==> src/rtl/sync_shift_port.sv <==
module sync_shift_port #(
  parameter int STEP_DIV = 2,
  parameter int DW = 8
) (
  input  logic          clk,
  input  logic          rst_n,
  input  logic          wr_buf,
  input  logic [DW-1:0] wr_data,
  input  logic          rx_en,
  input  logic          clr_tx_done,
  input  logic          clr_rx_done,
  input  logic          sd_in,
  output logic          sd_out,
  output logic          sd_oe,
  output logic          sclk,
  output logic          tx_done,
  output logic          rx_done,
  output logic [DW-1:0] rx_byte
);
  localparam int CW = (STEP_DIV > 1) ? $clog2(STEP_DIV) : 1;
  localparam logic [3:0] PH_S3P1 = 4'd4;
  localparam logic [3:0] PH_S5P2 = 4'd9;
  localparam logic [3:0] PH_S6P2 = 4'd11;

  typedef enum logic [1:0] {T_IDLE, T_PEND, T_WAIT, T_RUN} tx_st_t;
  typedef enum logic [1:0] {R_IDLE, R_ARM, R_RUN} rx_st_t;

  logic [CW-1:0] div;
  logic [3:0]    ph;
  logic          step, at_s6p2, at_s5p2;
  tx_st_t        tx_st;
  rx_st_t        rx_st;
  logic [DW:0]   tx_sr;
  logic [DW-1:0] rx_sr, rx_next, rx_rev;
  logic          smp;
  logic          tx_run, rx_run, busy, sclk_low;

  assign step    = (div == CW'(STEP_DIV - 1));
  assign at_s6p2 = step && (ph == PH_S6P2);
  assign at_s5p2 = step && (ph == PH_S5P2);
  assign tx_run  = (tx_st == T_RUN);
  assign rx_run  = (rx_st == R_RUN);
  assign busy    = tx_run || rx_run;
  assign sclk_low = (ph >= PH_S3P1) && (ph <= PH_S5P2);
  assign sclk    = !(busy && sclk_low);
  assign sd_oe   = tx_run;
  assign sd_out  = tx_sr[0];
  assign rx_next = {rx_sr[DW-2:0], smp};

  always_comb
    for (int i = 0; i < DW; i++) rx_rev[i] = rx_next[DW-1-i];

  always_ff @(posedge clk or negedge rst_n)
    if (!rst_n) begin
      div <= '0;
      ph  <= '0;
    end else if (step) begin
      div <= '0;
      ph  <= (ph == PH_S6P2) ? 4'd0 : ph + 4'd1;
    end else begin
      div <= div + CW'(1);
    end

  always_ff @(posedge clk or negedge rst_n)
    if (!rst_n) begin
      tx_st   <= T_IDLE;
      tx_sr   <= '0;
      tx_done <= 1'b0;
    end else begin
      if (clr_tx_done) tx_done <= 1'b0;
      case (tx_st)
        T_IDLE: if (wr_buf) begin
          tx_sr <= {1'b1, wr_data};
          tx_st <= T_PEND;
        end
        T_PEND: if (at_s6p2 && rx_st == R_IDLE) tx_st <= T_WAIT;
        T_WAIT: if (at_s6p2) tx_st <= T_RUN;
        default: if (at_s6p2) begin
          tx_sr <= {1'b0, tx_sr[DW:1]};
          if (tx_sr[DW:1] == {{(DW-1){1'b0}}, 1'b1}) begin
            tx_st   <= T_IDLE;
            tx_done <= 1'b1;
          end
        end
      endcase
    end

  always_ff @(posedge clk or negedge rst_n)
    if (!rst_n) begin
      rx_st   <= R_IDLE;
      rx_sr   <= '0;
      rx_byte <= '0;
      rx_done <= 1'b0;
      smp     <= 1'b0;
    end else begin
      if (clr_rx_done) rx_done <= 1'b0;
      if (at_s5p2) smp <= sd_in;
      case (rx_st)
        R_IDLE: if (at_s6p2 && rx_en && !rx_done && tx_st == T_IDLE && !wr_buf)
          rx_st <= R_ARM;
        R_ARM: if (at_s6p2) begin
          rx_sr <= {{(DW-1){1'b1}}, 1'b0};
          rx_st <= R_RUN;
        end
        default: if (at_s6p2) begin
          rx_sr <= rx_next;
          if (!rx_sr[DW-1]) begin
            rx_byte <= rx_rev;
            rx_done <= 1'b1;
            rx_st   <= R_IDLE;
          end
        end
      endcase
    end
endmodule


==> config.mk <==
export PLATFORM = sky130hd
export DESIGN_NAME = sync_shift_port
export DESIGN_NICKNAME = d
export VERILOG_FILES = /design/src/rtl/sync_shift_port.sv
export SDC_FILE = /design/constraint.sdc
export NUM_CORES = 1
export LEC_CHECK = 0
export BUFFER_PORTS_ARGS = -buffer_cell sky130_fd_sc_hd__buf_2
export CAP_MARGIN = 25
export CORE_ASPECT_RATIO = 2
export CORE_MARGIN = 10
export CORE_UTILIZATION = 55
export DETAILED_ROUTE_END_ITERATION = 12
export GPL_ROUTABILITY_DRIVEN = 0
export GPL_TIMING_DRIVEN = 0
export PLACE_DENSITY = 0.88
export SYNTH_ARGS = -nofsm -noshare
export SYNTH_HDL_FRONTEND = slang
export SYNTH_SLANG_ARGS = --single-unit
export TNS_END_PERCENT = 5
==> constraint.sdc <==
create_clock -name clk -period 3.65 [get_ports clk]
set_clock_uncertainty 0.05 [all_clocks]
set_input_delay 0.365 -clock clk [delete_from_list [all_inputs] [get_ports clk]]
set_output_delay 0.365 -clock clk [all_outputs]
set_load 0.02 [all_outputs]
==> results.toml <==
[status]
outcome = "completed"

[clocking]
cts-root-buf = "clkbuf_8"
ctsResizeCount = 0
max-clock-path-buffers = 2
post_cts.repair.setup_buffers = 0
clock_latency_ns = 0.29
cts_buffers = 5
cts_sinks = 37
htreeDepth = 2
cts_hold_buf = 0
path_clk_slew_ns = 0.07
cts_tree = "built"

[routing]
wl_met2_mm = 2.03
num_vias = 1287
drt_pre_antenna_iters = 4
viasPerCell = 5.96
wl_mm = 3.59
wire_per_inst_um = 16.6
ant_nets = 0
drc = 0
top_layer = "met4"
drt_iter0_markers = 49
met1_length_mm = 1.26
wl_met3_um = 230

[floorplan]
rows = 29
die_w_um = 60.4
core_area_mm2 = 0.00316
ioPinCount = 28
dieArea_mm2 = 0.00610
initial_core_util_pct = 57.0
die_y_um = 101

[flow_run]
drv_cap = 0

[grt]
overflow = 0
grt_pass1_vias = 1313
antenna_found_initial = 0
grt_first_pass_wirelength_mm = 5.89
grt_start_max_net_pins = 38
grt_use_total_pct = 12.3

[setup_path]
cp-start-kind = "flip-flop"
r2r-end = "tx_sr[1]"
cp.required_ns = 3.77
r2r_setup_slack_ns = 1.52
cp_max_fo = 10
crit_path_end_kind = "flip-flop"
critical_path_class = "flip-flop to flip-flop"
reg2reg_depth = 5
arrival_ns = 2.25
r2r-start = "tx_st[0]"

[timing]
hold_viol = 0
rsz0062_at_grt = "no"
period_share_pct = 58.3
tightest_slew_ns = 0.798
max_freq_mhz = 470
setup_tns_ns = 0
setup_viol = 0
slew_headroom_pct = 46.8
period_needed_ns = 2.13
holdWs_ns = 0.120
slew_violations = 0

[synthesis]
ys_warn_count = 0
yosys.area.top_type_share_pct = 51.5
synth_nets = 174
synth_edf_count = 0
avgSynthCellArea_um2 = 11.9
yosysSeqAreaShare_pct = 51.5
yosysTopAreaCell = "dfrtp_1"
netlist_area_mm2 = 0.00180
synth_flop_cell = "dfrtp_1"
synth_cell_type_count = 31
synth_seq_cells = 37
synth_cells = 151
synth-async-reset-ratio_pct = 100
synth.area.top_cells = "dfrtp_1 (51%), mux2_2 (16%), ha_1 (5.6%)"

[layout]
final_cell_mix = "dfrtp_1 (37), buf_2 (28), mux2_2 (26)"
fin_nets = 208
layout.cells.most_common = "dfrtp_1"
n_antenna_cell = 0
syn2layout_area_growth_pct = 15.4
drive_above_1_share_pct = 35.7

[power]
power.ir.vdd_worst_v = 0.000479
clkPwrFrac_pct = 43.6
leakagePower_nw = 1.02
switching_share_pct = 18.8
switchingPower_uw = 142
seq_power_share_pct = 54.3
power.density_mw_per_mm2 = 364
p_int_uw = 615
power_frac_comb_pct = 2.1

[place]
io_buffers = 27
hpwl_mm = 2.78

[worst_hold_path]
hold_class = "primary input to asynchronous set/reset pin"
-- cells by family (layout without fill, tap and decap cells) --
| family | Yosys count | count (layout) | share of synthesized area (%) |
|---|---|---|---|
| adder cells (fa/ha/maj) | 8 | 8 | 5.56 |
| multiplexers | 26 | 26 | 16.3 |
| AND/OR/NAND/NOR | 35 | 35 | 11.3 |
| buffers and inverters | 14 | 48 | 3.41 |
| AO/OA/AOI/OAI | 31 | 31 | 12.0 |
| flip-flops | 37 | 37 | 51.5 |
-- power by group through the flow --
stage | clock network [mW] | registers (mW) | logic, mW
detailed placement | 0 | 0.419 | 0.0167
finish | 0.330 | 0.411 | 0.0160
CTS | 0.342 | 0.411 | 0.0168
floorplan | 0 | 0.419 | 0.00118
global placement | 0 | 0.419 | 0.0157
global route | 0.353 | 0.411 | 0.0184
-- layer usage --
layer,up-vias,track usage [%]
met5,-,0
met4,0,5.26
met3,8,4.17
met2,33,22.5
met1,638,11.7
li1,608,-
-- flip-flops by register name, summed over array words and instances (netlist names) --
name	flops
tx_done	1
div	1
rx_st	2
tx_sr	9
rx_sr	8
rx_done	1
rx_byte	8
ph	4
smp	1
tx_st	2
-- worst max path at each step --
stage / start / to / slack (ns) / depth (start not counted)
2_1_floorplan: tx_st[0] / tx_sr[0] / 1.81 / 5
3_3_place_gp: tx_st[0] / tx_sr[4] / 1.66 / 5
3_5_place_dp: tx_st[0] / tx_sr[1] / 1.54 / 5
4_1_cts: tx_st[0] / tx_sr[7] / 1.53 / 5
5_1_grt: tx_st[0] / tx_sr[5] / 1.43 / 5
6_report: tx_st[0] / tx_sr[1] / 1.52 / 5
-- worst max-delay path, cell delays in order, from the launching register on --
cell and delay, ns:
dfrtp_1 0.43, inv_1 0.13, ha_1 0.28, clkbuf_1 0.45, mux2_2 0.40, mux2_2 0.27
-- synth_stat cells, types with 2 or more instances --
library cell / instances
clkbuf_1: 2
nor2_1: 4
a21oi_1: 3
o22a_1: 7
nand2b_1: 3
inv_1: 10
nand3_1: 3
o22ai_1: 3
mux2_2: 26
nor2b_1: 3
nand2_1: 12
nor3b_1: 2
dfrtp_1: 37
ha_1: 8
o21ai_0: 12
-- final cells by class --
type,count,area [um^2]
Buffer,4,23.8
Clock buffer,5,68.8
Clock inverter,2,35.0
Fill cell,250,1080
Inverter,10,37.5
Multi-Input combinational cell,100,812
Sequential cell,37,926
Tap cell,31,38.8
Timing Repair Buffer,27,135
-- stage by stage --
stage,utilization [%],cell area [um^2],power (mW),setup WS (ns),std cells
3_5_place_dp,62.5,1970,0.435,1.54,209
5_1_grt,65.8,2080,0.783,1.43,216
6_report,65.8,2080,0.757,1.52,216
4_1_cts,65.8,2080,0.770,1.53,216
3_3_place_gp,62.5,1970,0.434,1.66,209
2_1_floorplan,-,1800,0.420,1.81,151
Power figures use the tool's default switching activity.
